**src/rtl/hpc_pkg.sv**
```systemverilog
package hpc_pkg;
  localparam int PC_W   = 6;
  localparam int NUM_HS = 2;

  typedef enum logic [2:0] {
    SEL_CMD = 3'd0,
    SEL_PA  = 3'd1,
    SEL_PB  = 3'd2,
    SEL_PC  = 3'd3
  } regSel_e;

  typedef enum logic [1:0] {
    PC_ALL_IN  = 2'b00,
    PC_A_HS    = 2'b01,
    PC_AB_HS   = 2'b10,
    PC_ALL_OUT = 2'b11
  } pcMode_e;

  // command register layout, bit0 first from the right
  typedef struct packed {
    logic [1:0] tmr;
    logic       ieB;
    logic       ieA;
    pcMode_e    pcMode;
    logic       dirB;
    logic       dirA;
  } cmd_t;

  // access strobes from control to datapath
  typedef struct packed {
    logic              wrCmd;
    logic              wrC;
    logic [NUM_HS-1:0] wrPort;
    logic [NUM_HS-1:0] rdPort;
  } acc_t;
endpackage

```
**src/rtl/hpc_strobe_sync.sv**
```systemverilog
module hpc_strobe_sync #(
  parameter int STAGES = 2
) (
  input  logic clk,
  input  logic rst,
  input  logic pinIn,
  output logic fallEv,
  output logic riseEv
);
  // sr[STAGES-1] is the synchronized level, sr[STAGES] the previous one
  logic [STAGES:0] sr;

  always_ff @(posedge clk) begin
    if (rst) sr <= '1;
    else     sr <= {sr[STAGES-1:0], pinIn};
  end

  assign fallEv = sr[STAGES] & ~sr[STAGES-1];
  assign riseEv = ~sr[STAGES] & sr[STAGES-1];
endmodule

```
**src/rtl/hpc_ctrl.sv**
```systemverilog
module hpc_ctrl
  import hpc_pkg::*;
#(
  parameter int SYNC_STAGES = 2
) (
  input  logic              clk,
  input  logic              rst,
  input  logic              regWr,
  input  logic              regRd,
  input  logic [2:0]        regSel,
  input  pcMode_e           hsMode,
  input  logic [NUM_HS-1:0] dir,
  input  logic [NUM_HS-1:0] ie,
  input  logic [NUM_HS-1:0] pinStb,
  output acc_t              acc,
  output logic [NUM_HS-1:0] hsOn,
  output logic [NUM_HS-1:0] bf,
  output logic [NUM_HS-1:0] intr,
  output logic [NUM_HS-1:0] capEv
);
  always_comb begin
    acc = '0;
    if (regWr) begin
      case (regSel)
        SEL_CMD: acc.wrCmd     = 1'b1;
        SEL_PA:  acc.wrPort[0] = 1'b1;
        SEL_PB:  acc.wrPort[1] = 1'b1;
        SEL_PC:  acc.wrC       = 1'b1;
        default: ;
      endcase
    end
    if (regRd) begin
      case (regSel)
        SEL_PA:  acc.rdPort[0] = 1'b1;
        SEL_PB:  acc.rdPort[1] = 1'b1;
        default: ;
      endcase
    end
  end

  assign hsOn[0] = (hsMode == PC_A_HS) || (hsMode == PC_AB_HS);
  assign hsOn[1] = (hsMode == PC_AB_HS);

  for (genvar p = 0; p < NUM_HS; p++) begin : g_hs
    logic fallEv, riseEv;
    logic bfR, intrR;

    hpc_strobe_sync #(.STAGES(SYNC_STAGES)) u_sync (
      .clk    (clk),
      .rst    (rst),
      .pinIn  (pinStb[p]),
      .fallEv (fallEv),
      .riseEv (riseEv)
    );

    always_ff @(posedge clk) begin
      if (rst || !hsOn[p]) begin
        bfR   <= 1'b0;
        intrR <= 1'b0;
      end else if (!dir[p]) begin
        // strobed input: a port read acknowledges, strobe edges set
        if (acc.rdPort[p]) begin
          bfR   <= 1'b0;
          intrR <= 1'b0;
        end
        if (fallEv)          bfR   <= 1'b1;
        if (riseEv && ie[p]) intrR <= 1'b1;
      end else begin
        // strobed output: strobe acknowledges, a port write refills
        if (fallEv)          bfR   <= 1'b0;
        if (riseEv && ie[p]) intrR <= 1'b1;
        if (acc.wrPort[p]) begin
          bfR   <= 1'b1;
          intrR <= 1'b0;
        end
      end
    end

    assign bf[p]    = bfR;
    assign intr[p]  = intrR;
    assign capEv[p] = hsOn[p] & ~dir[p] & fallEv;
  end
endmodule

```
**src/rtl/hpc_datapath.sv**
```systemverilog
module hpc_datapath
  import hpc_pkg::*;
#(
  parameter int DATA_W = 8
) (
  input  logic              clk,
  input  logic              rst,
  input  acc_t              acc,
  input  logic [2:0]        regSel,
  input  logic [DATA_W-1:0] wrData,
  input  logic [DATA_W-1:0] portAIn,
  input  logic [DATA_W-1:0] portBIn,
  input  logic [PC_W-1:0]   portCIn,
  input  logic [NUM_HS-1:0] hsOn,
  input  logic [NUM_HS-1:0] bf,
  input  logic [NUM_HS-1:0] intr,
  input  logic [NUM_HS-1:0] capEv,
  input  logic              timerIrq,
  output cmd_t              cmd,
  output logic [DATA_W-1:0] rdData,
  output logic [DATA_W-1:0] portAOut,
  output logic [DATA_W-1:0] portBOut,
  output logic [PC_W-1:0]   portCOut,
  output logic [PC_W-1:0]   portCOe
);
  localparam int CMD_W = $bits(cmd_t);

  logic [DATA_W-1:0] outLat [NUM_HS];
  logic [DATA_W-1:0] capLat [NUM_HS];
  logic [DATA_W-1:0] pinIn  [NUM_HS];
  logic [DATA_W-1:0] view   [NUM_HS];
  logic [PC_W-1:0]   latC;
  logic [PC_W-1:0]   pcView;
  logic [NUM_HS-1:0] dir;
  logic [7:0]        statusByte;

  assign pinIn[0] = portAIn;
  assign pinIn[1] = portBIn;
  assign dir      = {cmd.dirB, cmd.dirA};

  always_ff @(posedge clk) begin
    if (rst) begin
      cmd  <= '0;
      latC <= '0;
      for (int p = 0; p < NUM_HS; p++) begin
        outLat[p] <= '0;
        capLat[p] <= '0;
      end
    end else begin
      if (acc.wrCmd) cmd  <= cmd_t'(wrData[CMD_W-1:0]);
      if (acc.wrC)   latC <= wrData[PC_W-1:0];
      for (int p = 0; p < NUM_HS; p++) begin
        if (acc.wrPort[p]) outLat[p] <= wrData;
        if (capEv[p])      capLat[p] <= pinIn[p];
      end
    end
  end

  assign portAOut = outLat[0];
  assign portBOut = outLat[1];

  // port C pin roles
  always_comb begin
    portCOe  = '0;
    portCOut = '0;
    case (cmd.pcMode)
      PC_ALL_OUT: begin
        portCOe  = '1;
        portCOut = latC;
      end
      PC_A_HS: begin
        portCOe  = 6'b111011;
        portCOut = {latC[5:3], 1'b0, bf[0], intr[0]};
      end
      PC_AB_HS: begin
        portCOe  = 6'b011011;
        portCOut = {1'b0, bf[1], intr[1], 1'b0, bf[0], intr[0]};
      end
      default: ;
    endcase
  end

  assign pcView = (portCOe & portCOut) | (~portCOe & portCIn);

  for (genvar p = 0; p < NUM_HS; p++) begin : g_view
    assign view[p] = (hsOn[p] && !dir[p]) ? capLat[p] :
                     (dir[p] ? outLat[p] : pinIn[p]);
  end

  assign statusByte = {1'b0, timerIrq, cmd.ieB, bf[1], intr[1],
                       cmd.ieA, bf[0], intr[0]};

  always_comb begin
    case (regSel)
      SEL_CMD: rdData = DATA_W'(statusByte);
      SEL_PA:  rdData = view[0];
      SEL_PB:  rdData = view[1];
      SEL_PC:  rdData = DATA_W'(pcView);
      default: rdData = '0;
    endcase
  end
endmodule

```
**src/rtl/handshake_port_ctrl.sv**
```systemverilog
module handshake_port_ctrl
  import hpc_pkg::*;
#(
  parameter int DATA_W      = 8,
  parameter int SYNC_STAGES = 2
) (
  input  logic              clk,
  input  logic              rst,
  input  logic              regWr,
  input  logic              regRd,
  input  logic [2:0]        regSel,
  input  logic [DATA_W-1:0] wrData,
  output logic [DATA_W-1:0] rdData,
  input  logic [DATA_W-1:0] portAIn,
  output logic [DATA_W-1:0] portAOut,
  output logic              portAOe,
  input  logic [DATA_W-1:0] portBIn,
  output logic [DATA_W-1:0] portBOut,
  output logic              portBOe,
  input  logic [5:0]        portCIn,
  output logic [5:0]        portCOut,
  output logic [5:0]        portCOe,
  output logic [1:0]        timerCmd,
  input  logic              timerIrq
);
  cmd_t              cmd;
  acc_t              acc;
  logic [NUM_HS-1:0] hsOn, bf, intr, capEv;

  hpc_ctrl #(.SYNC_STAGES(SYNC_STAGES)) u_ctrl (
    .clk    (clk),
    .rst    (rst),
    .regWr  (regWr),
    .regRd  (regRd),
    .regSel (regSel),
    .hsMode (cmd.pcMode),
    .dir    ({cmd.dirB, cmd.dirA}),
    .ie     ({cmd.ieB, cmd.ieA}),
    .pinStb ({portCIn[5], portCIn[2]}),
    .acc    (acc),
    .hsOn   (hsOn),
    .bf     (bf),
    .intr   (intr),
    .capEv  (capEv)
  );

  hpc_datapath #(.DATA_W(DATA_W)) u_dp (
    .clk      (clk),
    .rst      (rst),
    .acc      (acc),
    .regSel   (regSel),
    .wrData   (wrData),
    .portAIn  (portAIn),
    .portBIn  (portBIn),
    .portCIn  (portCIn),
    .hsOn     (hsOn),
    .bf       (bf),
    .intr     (intr),
    .capEv    (capEv),
    .timerIrq (timerIrq),
    .cmd      (cmd),
    .rdData   (rdData),
    .portAOut (portAOut),
    .portBOut (portBOut),
    .portCOut (portCOut),
    .portCOe  (portCOe)
  );

  assign portAOe  = cmd.dirA;
  assign portBOe  = cmd.dirB;
  assign timerCmd = cmd.tmr;
endmodule

```
**config.mk**
```make
export PLATFORM = sky130hd
export DESIGN_NAME = handshake_port_ctrl
export DESIGN_NICKNAME = d
export VERILOG_FILES = /design/src/rtl/hpc_pkg.sv /design/src/rtl/hpc_strobe_sync.sv /design/src/rtl/hpc_ctrl.sv /design/src/rtl/hpc_datapath.sv /design/src/rtl/handshake_port_ctrl.sv
export SDC_FILE = /design/constraint.sdc
export NUM_CORES = 1
export LEC_CHECK = 0
export BUFFER_PORTS_ARGS = -buffer_cell sky130_fd_sc_hd__buf_2
export CORE_MARGIN = 1.5
export CORE_UTILIZATION = 50
export DETAILED_ROUTE_END_ITERATION = 8
export GPL_TIMING_DRIVEN = 0
export PLACE_DENSITY = 0.76
export SLEW_MARGIN = 20
export SYNTH_ARGS = -nofsm -noshare
export SYNTH_HDL_FRONTEND = slang
export SYNTH_HIERARCHICAL = 1
export SYNTH_SLANG_ARGS = --single-unit
export TNS_END_PERCENT = 5
```
**constraint.sdc**
```tcl
create_clock -name clk -period 2.19 [get_ports clk]
set_input_delay 0.1095 -clock clk [delete_from_list [all_inputs] [get_ports clk]]
set_output_delay 0.1095 -clock clk [all_outputs]
set_load 0.005 [all_outputs]
```
Word-level counts from Yosys, hierarchy flattened
Memory sizes are Yosys's and may differ from the RTL's.
Index checks and enable logic that the tools add are counted.
{"block": "word_totals", "regBits": 24, "latch_bits": 0, "mem_bits_rw": 32, "mem_bits_ro": 0, "inputBits": 38, "output_inout_bits": 40, "word_cells": 116, "memories": 2}
{"memory": "u_dp.capLat", "words": 2, "word_bits": 8, "read_ports": 2, "rd_ports_with_merged_regs": 0, "wr": 2, "line_no": "hpc_datapath.sv:29", "rtl": "logic [DATA_W-1:0] capLat [NUM_HS];"}
{"memory": "u_dp.outLat", "words": 2, "word_bits": 8, "read_ports": 2, "rd_ports_with_merged_regs": 0, "wr": 2, "line_no": "hpc_datapath.sv:28", "rtl": "logic [DATA_W-1:0] outLat [NUM_HS];"}
{"block": "classes", "add_sub_neg": 0, "n_mul": 0, "div": 0, "magnitude_cmp": 0, "eq_ne": 10, "n_shift": 0, "muxes": 49, "bitwise_logic": 22, "reduce_logical": 20}
{"operator": "8-bit 2-to-1 mux", "n": 8}
{"operator": "1-bit 2-to-1 mux", "n": 36}
{"operator": "6-bit one-hot mux with 3 select lines", "n": 2}
{"operator": "8-bit one-hot mux with 4 select lines", "n": 1}
{"operator": "6-bit bitwise AND", "n": 2}
{"operator": "3-bit inequality test, second input constant", "n": 4}
{"operator": "3-bit nonzero test", "n": 4}
{"operator": "1-bit bitwise AND", "n": 8}
{"operator": "2-bit AND reduction", "n": 4}
{"operator": "3-bit by 2-bit == test with 1-bit output, second input constant", "n": 2}
{"operator": "1-bit NOT", "n": 6}
{"operator": "6-bit NOT", "n": 1}
{"operator": "6-bit OR", "n": 1}
{"operator": "2-bit == test, second input constant", "n": 2}
{"operator": "1-bit logical AND", "n": 4}
{"operator": "1-bit zero test", "n": 4}
{"operator": "4-bit 2-to-1 mux", "n": 1}
{"operator": "1-bit OR", "n": 4}
{"operator": "3-bit by 1-bit == test with 1-bit output, second input constant", "n": 1}
{"operator": "3-bit zero test", "n": 1}
{"operator": "1-bit logical OR", "n": 3}
{"operator": "2-bit by 1-bit == test with 1-bit output, second input constant", "n": 1}
{"operator": "2-bit 2-to-1 mux", "n": 1}

Logic depth before layout (Yosys ltp)
Gate-level depths: netlist (run 1).
{"block": "logic_depth", "depth_word": 8, "ltp_mapped": 8, "mapped_depth_nobuf": 7}

Hierarchy
The synthesis (run 1) kept the hierarchy.
{"module": "hpc_datapath", "instances": 1, "cells_per_inst": 230, "area_per_inst_um2": 2427.3, "seq_area_each_um2": 1241.2}
{"module": "hpc_ctrl", "instances": 1, "cells_per_inst": 38, "area_per_inst_um2": 327.8, "seq_area_each_um2": 80.1}
{"module": "hpc_strobe_sync", "instances": 2, "cells_per_inst": 8, "area_per_inst_um2": 92.6, "seq_area_each_um2": 60.1}

Worst setup path before layout (run 1)
No wires, ideal clock.
{"block": "synth_timing", "kind": "register to output", "from": "register u_dp/cmd[3] (netlist name)", "to": "output port rdData[5]", "t_arrival_ps": 1784, "required_time_ps": 2081, "slack_ps": 296, "stages_incl_launch_ff": 8, "n_path_buf": 1, "path_cell_list": "dfxtp_1 -> ha_1 -> inv_1 -> buf_2 -> mux2i_1 -> o21ai_0 -> mux4_2 -> nor2b_1"}
{"block": "synth_between", "word_cells_on_any_way": 15, "classes_between": "eq/ne: 3; mux: 5; bitwise: 4; reduce/logical: 3"}
{"item": "2-bit by 1-bit == test with 1-bit output / 2-bit == test (equally long branches)", "line_no": "hpc_ctrl.sv:41", "rtl": "assign hsOn[0] = (hsMode == PC_A_HS) || (hsMode == PC_AB_HS);"}
{"item": "1-bit logical OR *", "line_no": "hpc_ctrl.sv:41"}
{"item": "named net hsOn[0]", "line_no": "handshake_port_ctrl.sv:28", "rtl": "logic [NUM_HS-1:0] hsOn, bf, intr, capEv;"}
{"item": "1-bit logical AND *", "line_no": "hpc_datapath.sv:86", "rtl": "assign view[p] = (hsOn[p] && !dir[p]) ? capLat[p] :"}
{"item": "8-bit 2-to-1 mux *", "line_no": "hpc_datapath.sv:86"}
{"item": "8-bit one-hot mux with 4 select lines *", "line_no": "hpc_datapath.sv:94", "rtl": "case (regSel)"}
{"item": "end: declaration", "line_no": "handshake_port_ctrl.sv:13", "rtl": "output logic [DATA_W-1:0] rdData,"}
Mark *: on every way through the listed nets, which the timed path passes. The rest lies on a longest branch.

Worst setup path after layout (run 1)
{"block": "layout_timing", "from": "register u_dp/cmd[2] (netlist name)", "to": "output port rdData[5]"}
{"block": "layout_between", "word_cells_on_any_way": 15, "classes_between": "eq/ne: 3; mux: 5; bitwise: 4; reduce/logical: 3"}
{"item": "2-bit by 1-bit == test with 1-bit output / 2-bit == test (equally long branches)", "line_no": "hpc_ctrl.sv:41"}
{"item": "1-bit logical OR *", "line_no": "hpc_ctrl.sv:41"}
{"item": "named net hsOn[0]", "line_no": "handshake_port_ctrl.sv:28"}
{"item": "1-bit logical AND *", "line_no": "hpc_datapath.sv:86"}
{"item": "8-bit 2-to-1 mux *", "line_no": "hpc_datapath.sv:86"}
{"item": "8-bit one-hot mux with 4 select lines *", "line_no": "hpc_datapath.sv:94"}
Marks and branches as above.

==> impl_metrics.yaml, run 1 <==
outcome:
  status: "complete, but fails checks"
  failed_checks: "setup timing"
finish:
  area_growth_pct: 23.5
  num-fill-cells: 472
  layout_common_cells: "78 x buf_2, 34 x mux2i_1, 32 x edfxtp_1"
  final_nets: 410
  antennaDiodeCount: 0
  stdcell_area_um2: 3620
  drive_gt1_frac: 0.347
  layout_commonest_cell: "buf_2"
power_and_ir_drop:
  ir_worst_vdd_v: 0.000380
  power_uw: 2040
  clkPwrFrac: 0.283
  leakagePower_uw: 0.00144
  p_int_uw: 1510
  switchingPower_uw: 520
  combPwrFrac: 0.137
  p_per_area_nw_per_um2: 562
  switching_share: 0.256
  p_seq_frac: 0.580
flow_run:
  max_cap_violations: 0
route:
  dr_total_vias: 2446
  wire_per_inst_um: 17.7
  drt_pass1_iterations: 5
  post-route-drc-count: 0
  first_iter_violations: 196
  antenna_left: 0
  vias_per_cell: 5.51
  drt_wl_total_mm: 7.85
critical_path:
  worst-setup-path-type: "reg2out"
  crit_required_ns: 2.08
  cp.arrival_ns: 2.09
  reg2reg_depth: 8
  end_kind: "output port"
  r2r_slack_ns: 0.18
  path_max_fanout: 4
  start_kind: "register"
clock_network:
  clk_latency_ns: 0.31
  htree_levels: 2
  clockRootBuffer: "clkbuf_8"
  cts_inserted_buffers: 5
  cts_tree: "done"
  clockBufferDepth: 2
  clk_pin_slew_worst_paths_ns: 0.10
  clock-sinks: 56
timing:
  finClkSkew_ns: 0.0103
  finalCritPeriodShare: 1.00
  rsz0062_at_grt: "yes"
  holdWs_ns: 0.0646
  slew_violations: 0
  layout_setup_ws_ns: -0.00585
  period_needed_ns: 2.20
  finalHoldViolCount: 0
  tightestPinTransition_ns: 0.644
  setup_viol: 1
  slew_headroom: 0.570
  fin_tns_setup_ns: -0.00585
  timing.fmax_ghz: 0.455
synthesis:
  synthCells: 282
  mappedNetlistArea_um2: 2930
  synth_fp_nets: 321
  synth_warnings: 6
  syn-mean-instance-area_um2: 10.4
place:
  globalplace.congestion: 0.844
  io_buffers: 77
  pre_cts_slack_ns: -0.200
  hpwlAfterDp_mm: 5.73
  place_area_um2: 3410
grt:
  grt_max_degree: 19
  grt_pass1_wl_mm: 11.7
  antenna_found_initial: 0
  gr-usage-all-layers: 0.249
  grt_overflow: 0
  grt_pass1_vias: 2303
floorplan:
  initial_core_util: 0.526
  io_pins: 78
  design.die.area_um2: 6330
  dieWidth_um: 79.6
  coreArea_um2: 5570
  die_y_um: 79.6
  row_count: 27
hold_path:
  hp-class: "in2reg"
  holdPathStages: 3
==> state kept, by name (all words and copies together), names as in the netlist <==
name                   flops
u_dp/capLat               16
u_dp/outLat               16
u_dp/cmd                   8
u_ctrl/g_hs.u_sync/sr      6
u_dp/latC                  6
u_ctrl/g_hs.bfR            2
u_ctrl/g_hs.intrR          2
==> worst max-delay path: stages, from the launching register on <==
cell,delay [ns]
dfxtp_2,0.37
inv_2,0.05
ha_4,0.23
inv_6,0.09
mux2i_4,0.23
o21ai_1,0.07
mux4_2,0.46
nor2b_1,0.14
buf_2,0.13
==> metrics by stage <==
| step | instances | util |
|---|---|---|
| global placement | 431 | 0.611 |
| finish | 444 | 0.650 |
| floorplan | 282 | - |
| CTS | 445 | 0.646 |
| detailed placement | 431 | 0.611 |
| global route | 444 | 0.650 |
==> final timing paths <==
path                               start                     endpoint
max                          u_dp/cmd[2]                    rdData[5]
min                            wrData[6]                  u_dp/cmd[6]
max reg2reg                  u_dp/cmd[2]           u_dp/capLat[0][11]
min reg2reg  u_ctrl/g_hs[1].u_sync/sr[0]  u_ctrl/g_hs[1].u_sync/sr[1]
==> layer usage <==
layer	global-route usage	wire length [um]	up-vias
met1	0.355	3540	1163
li1	-	-	1170
met2	0.397	3680	104
met4	0.0632	88	0
met3	0.0400	538	9
met5	0	0	-
==> layout make-up <==
type                    instances  area (um^2)  area share
flip-flops and latches         56         1450       0.399
clock inverters                 3         22.5     0.00622
plain buffers                  22          124      0.0342
multi-input cells             199         1410       0.389
clock buffers                   5         68.8      0.0190
repair buffers                 84          447       0.123
inverters                       3         16.3     0.00449
well taps                      72         90.1      0.0249
==> what timing repair did <==
item                       CTS  global route
setup endpoints to repair    8             8
gates cloned                 0             0
hold buffers                 2             0
hold endpoints to repair     2             0
gates resized for setup     17            16
pin swaps                    3             3
setup buffers                5             0
==> power groups by stage <==
stage	clock (uW)	sequential [uW]	combinational, uW
4_1_cts	582	1180	270
2_1_floorplan	0	1200	129
3_3_place_gp	0	1200	248
3_5_place_dp	0	1200	252
6_report	576	1180	279
5_1_grt	633	1180	301
Note: power is estimated with default switching activity, not from simulation.
==> inputs of run 2 (changes only) <==
BUFFER_PORTS_ARGS = not set   (was -buffer_cell sky130_fd_sc_hd__buf_2)
CORE_UTILIZATION = 55   (was 50)
DONT_BUFFER_PORTS = 1   (was not set)
PLACE_DENSITY = 0.7   (was 0.76)
==> impl_metrics.yaml, run 2 (synthesis results as in run 1) <==
floorplan:
  io_pins: 78
  design.die.area_um2: 5780
  row_count: 26
  die_y_um: 76.0
  coreArea_um2: 5140
  dieWidth_um: 76.0
  initial_core_util: 0.571
route:
  post-route-drc-count: 0
  wire_per_inst_um: 19.3
  wl_met1_mm: 3.25
  drt_pass1_iterations: 4
  vias_per_cell: 5.71
  met2_length_mm: 3.53
  top_layer: "met4"
  wl_met3_um: 567
  antenna_left: 0
  drt_wl_total_mm: 7.40
  dr_total_vias: 2192
  first_iter_violations: 184
clock_network:
  clockBufferDepth: 2
  htree_levels: 2
  clk_pin_slew_worst_paths_ns: 0.09
  cts_inserted_buffers: 5
  clk_latency_ns: 0.30
  cts_tree: "done"
  clock-sinks: 56
  clockRootBuffer: "clkbuf_8"
finish:
  layout_common_cells: "32 x mux2i_1, 32 x edfxtp_1, 28 x nand2_1"
  final_nets: 352
  largestRegisters: "u_dp/capLat (16), u_dp/outLat (16), u_dp/cmd (8)"
  num-fill-cells: 435
  area_growth_pct: 17.2
  antennaDiodeCount: 0
  drive_gt1_frac: 0.159
timing:
  rsz0062_at_grt: "yes"
  layout_setup_ws_ns: 0.0310
  finalHoldViolCount: 0
  slew_headroom: 0.575
  tightestPinTransition_ns: 0.638
  finClkSkew_ns: 0.00511
  fin_tns_setup_ns: 0
  finalCritPeriodShare: 0.986
  timing.fmax_ghz: 0.463
  slew_violations: 0
  setup_viol: 0
  period_needed_ns: 2.16
critical_path:
  cp_slowest_cell: "mux4_2"
  slowest_delay_ns: 0.46
  critical_path_buf_inv_count: 2
  start_kind: "register"
  path_delay_family: "multiplexers"
  path_max_fanout: 4
  crit_required_ns: 2.08
  path_cells: "inv_2 > ha_4 > inv_4 > mux2i_4 > o21ai_1 > mux4_2 > nor2b_2"
  worst-setup-path-type: "reg2out"
  end_kind: "output port"
  cp.arrival_ns: 2.05
place:
  hpwlAfterDp_mm: 5.39
  io_buffers: 0
  globalplace.congestion: 0.881
  pre_cts_slack_ns: -0.0557
grt:
  gr-usage-all-layers: 0.259
  grt_overflow: 0
  grt_pass1_wl_mm: 11.6
  grt_max_degree: 17
  grt_pass1_vias: 2190
  antenna_found_initial: 0
power_and_ir_drop:
  leakagePower_uw: 0.00118
  ir_worst_vdd_v: 0.000705
  p_per_area_nw_per_um2: 574
hold_path:
  hp-class: "in2reg"
outcome:
  status: "finished clean"
flow_run:
  max_cap_violations: 0
run 2: worst register-to-register path: cells and delay by family (launching register included):
family | cells | cell delay, ns
and+or+nand+nor | 4 | 0.69
buffers and inverters | 2 | 0.41
adders and majority gates | 1 | 0.26
DFF | 1 | 0.36
run 2: through the flow:
step                area, um^2  std cells   util  total power (uW)  hold WS [ns]
finish                    3440        384  0.669              1970        0.0150
detailed placement        3020        352  0.588              1370         0.197
CTS                       3400        384  0.662              1980       0.00197
global placement          3020        352  0.588              1370         0.192
global route              3440        384  0.669              2050       0.00472
floorplan                 2930        282      -              1330         0.188
run 2: what timing repair did:
action,4_1_cts,5_1_grt
pin swaps,1,3
setup buffers,1,0
hold buffers,23,1
cloned,0,0
endpoints found under the hold margin,36,1
endpoints found under the setup margin,6,8
resized for setup,14,15
run 2: worst paths after layout:
path | startpoint | endpoint | slack (ns) | cells past startpoint
max | u_dp/cmd[2] | rdData[5] | 0.03 | 7
min reg2reg | u_ctrl/g_hs[1].u_sync/sr[0] | u_ctrl/g_hs[1].u_sync/sr[1] | 0.42 | 1
max reg2reg | u_dp/cmd[2] | u_dp/capLat[0][13] | 0.35 | 7
min | portBIn[6] | u_dp/capLat[0][14] | 0.02 | 1
run 2: report_power, final:
| part | internal, uW | leakage, uW | switching, uW | total (uW) |
|---|---|---|---|---|
| Clock | 253 | 0.0000510 | 317 | 570 |
| Sequential | 1150 | 0.000516 | 32.4 | 1190 |
| Combinational | 111 | 0.000614 | 108 | 219 |
run 2: area by class of cell:
cell class | count | area [um^2] | area share
Buffer | 23 | 133 | 0.0386
Timing Repair Buffer | 25 | 248 | 0.0721
Multi-Input combinational cell | 199 | 1420 | 0.412
Clock buffer | 6 | 82.6 | 0.0240
Inverter | 3 | 13.8 | 0.00400
Sequential cell | 56 | 1450 | 0.421
Tap cell | 70 | 87.6 | 0.0255
Clock inverter | 2 | 10.0 | 0.00291
run 2: layer usage:
metal | vias up | global-route usage
li1 | 1057 | -
met1 | 1044 | 0.353
met2 | 84 | 0.423
met3 | 7 | 0.0647
met4 | 0 | 0.0519
met5 | - | 0
==> inputs of run 3 (changes only) <==
GPL_ROUTABILITY_DRIVEN = 0   (was not set)
clock period = 2.7 ns   (was 2.19 ns; I/O delays follow)
==> impl_metrics.yaml, run 3 (synthesis results as in run 1) <==
outcome:
  status: "finished clean"
floorplan:
  initial_core_util: 0.571
  io_pins: 78
  row_count: 26
  dieWidth_um: 76.0
  die_y_um: 76.0
  design.die.area_um2: 5780
  coreArea_um2: 5140
route:
  vias_per_cell: 5.84
  post-route-drc-count: 0
  dr_total_vias: 2167
  wire_per_inst_um: 19.2
  drt_pass1_iterations: 4
  drt_wl_total_mm: 7.13
  antenna_left: 0
  first_iter_violations: 140
critical_path:
  r2r_slack_ns: 0.75
  path_max_fanout: 8
  timing.critical_path.mode_cell: "inv_1"
  start_kind: "register"
  worstSetupStartpoint: "u_dp/cmd[2]"
  worst-setup-path-type: "reg2out"
  path_cells: "inv_1 > ha_1 > inv_1 > buf_2 > mux2i_1 > o21ai_0 > mux4_2 > nor2b_1"
  crit_required_ns: 2.57
  slowest_delay_ns: 0.46
  end_kind: "output port"
  cp_slowest_cell: "mux4_2"
  r2r-start: "u_dp/cmd[2]"
  cp.arrival_ns: 2.42
clock_network:
  clk_latency_ns: 0.30
  htree_levels: 2
  clock-sinks: 56
  cts_setup_buffers: 0
  clockRootBuffer: "clkbuf_8"
  clockBufferDepth: 2
  cts_tree: "done"
  clk_pin_slew_worst_paths_ns: 0.10
  cts_inserted_buffers: 5
power_and_ir_drop:
  ir_worst_vdd_v: 0.000573
  leakagePower_uw: 0.00110
  combPwrFrac: 0.095
  switching_share: 0.235
  clkPwrFrac: 0.298
  p_int_uw: 1210
  switchingPower_uw: 371
  p_per_area_nw_per_um2: 491
  p_seq_frac: 0.607
finish:
  final_nets: 339
  area_growth_pct: 9.94
  post-route-util: 0.627
  antennaDiodeCount: 0
  drive_gt1_frac: 0.116
  layout_common_cells: "36 x mux2i_1, 32 x edfxtp_1, 28 x nand2_1"
  largestRegisters: "u_dp/capLat (16), u_dp/outLat (16), u_dp/cmd (8)"
  stdcell_area_um2: 3220
  layout_commonest_cell: "mux2i_1"
flow_run:
  max_cap_violations: 0
timing:
  period_needed_ns: 2.55
  finalHoldViolCount: 0
  holdWs_ns: 0.0189
  timing.fmax_ghz: 0.391
  setup_viol: 0
  finalCritPeriodShare: 0.946
  tightestPinTransition_ns: 0.649
  layout_setup_ws_ns: 0.145
  rsz0062_at_grt: "no"
  fin_tns_setup_ns: 0
  finClkSkew_ns: 0.00639
  slew_violations: 0
  slew_headroom: 0.567
place:
  hpwlAfterDp_mm: 5.39
  pre_cts_slack_ns: 0.429
  io_buffers: 0
  place_area_um2: 3020
hold_path:
  min-delay-start: "rst"
  hp-class: "in2reg"
grt:
  grt_pass1_vias: 2098
  gr-usage-all-layers: 0.249
  antenna_found_initial: 0
  grt_overflow: 0
  grt_pass1_wl_mm: 11.2
  grt_max_degree: 17
-- run 3: cell count changes in the layout (fill, tap and decap cells not counted), moves of 2 or more --
cell / previous run / this run
a221oi_2: 2 / 0
a221oi_1: 1 / 3
clkbuf_1: 10 / 13
buf_2: 1 / 3
mux2i_1: 32 / 36
inv_1: 0 / 2
clkbuf_2: 3 / 0
o21ai_1: 3 / 0
mux2i_4: 2 / 0
mux2i_2: 2 / 0
dlygate4sd3_1: 24 / 11
o21ai_0: 18 / 21
-- run 3: path summary, 6_finish.rpt --
| kind | depth (start not counted) | to |
|---|---|---|
| min | 2 | u_ctrl/g_hs[1].bfR |
| min reg2reg | 1 | u_ctrl/g_hs[1].u_sync/sr[1] |
| max reg2reg | 7 | u_dp/capLat[0][13] |
| max | 8 | rdData[5] |
-- run 3: per-layer routing --
layer | vias to the layer above | track usage | wire length, um
met5 | - | 0 | 0
li1 | 1026 | - | -
met4 | 0 | 0.0630 | 40
met2 | 84 | 0.404 | 3350
met1 | 1051 | 0.339 | 3250
met3 | 6 | 0.0599 | 498
-- run 3: timing repair --
item / in CTS / in global routing
hold endpoints to repair: 22 / 0
hold buffers: 11 / 0
endpoints found under the setup margin: 0 / 1
gates resized for setup: 0 / 1
-- run 3: cell type report --
type	count	area, um^2
Clock buffer	6	82.6
Buffer	24	128
Clock inverter	2	10.0
Inverter	3	11.3
Fill cell	445	1920
Tap cell	70	87.6
Multi-Input combinational cell	199	1350
Sequential cell	56	1440
Timing Repair Buffer	11	110
-- run 3: worst max-delay path, delay by kind of cell (launching register included) --
kind                     cells  cell delay (ns)
AO/OA/AOI/OAI                1             0.11
adder cells (fa/ha/maj)      1             0.34
buffers and inverters        3             0.39
flip-flops                   1             0.36
multiplexers                 2             0.75
AND/OR/NAND/NOR              1             0.16
-- run 3: stage by stage --
step                total power, uW  cells
floorplan                      1070    282
global placement               1110    352
detailed placement             1110    352
CTS                            1580    371
global route                   1640    371
finish                         1580    371
-- run 3: power by group through the flow --
stage	registers [uW]	logic (uW)	clock network, uW
after global routing	965	163	510
after global placement	980	130	0
final	961	150	472
after CTS	962	148	473
after detailed placement	981	132	0
after floorplan	970	105	0
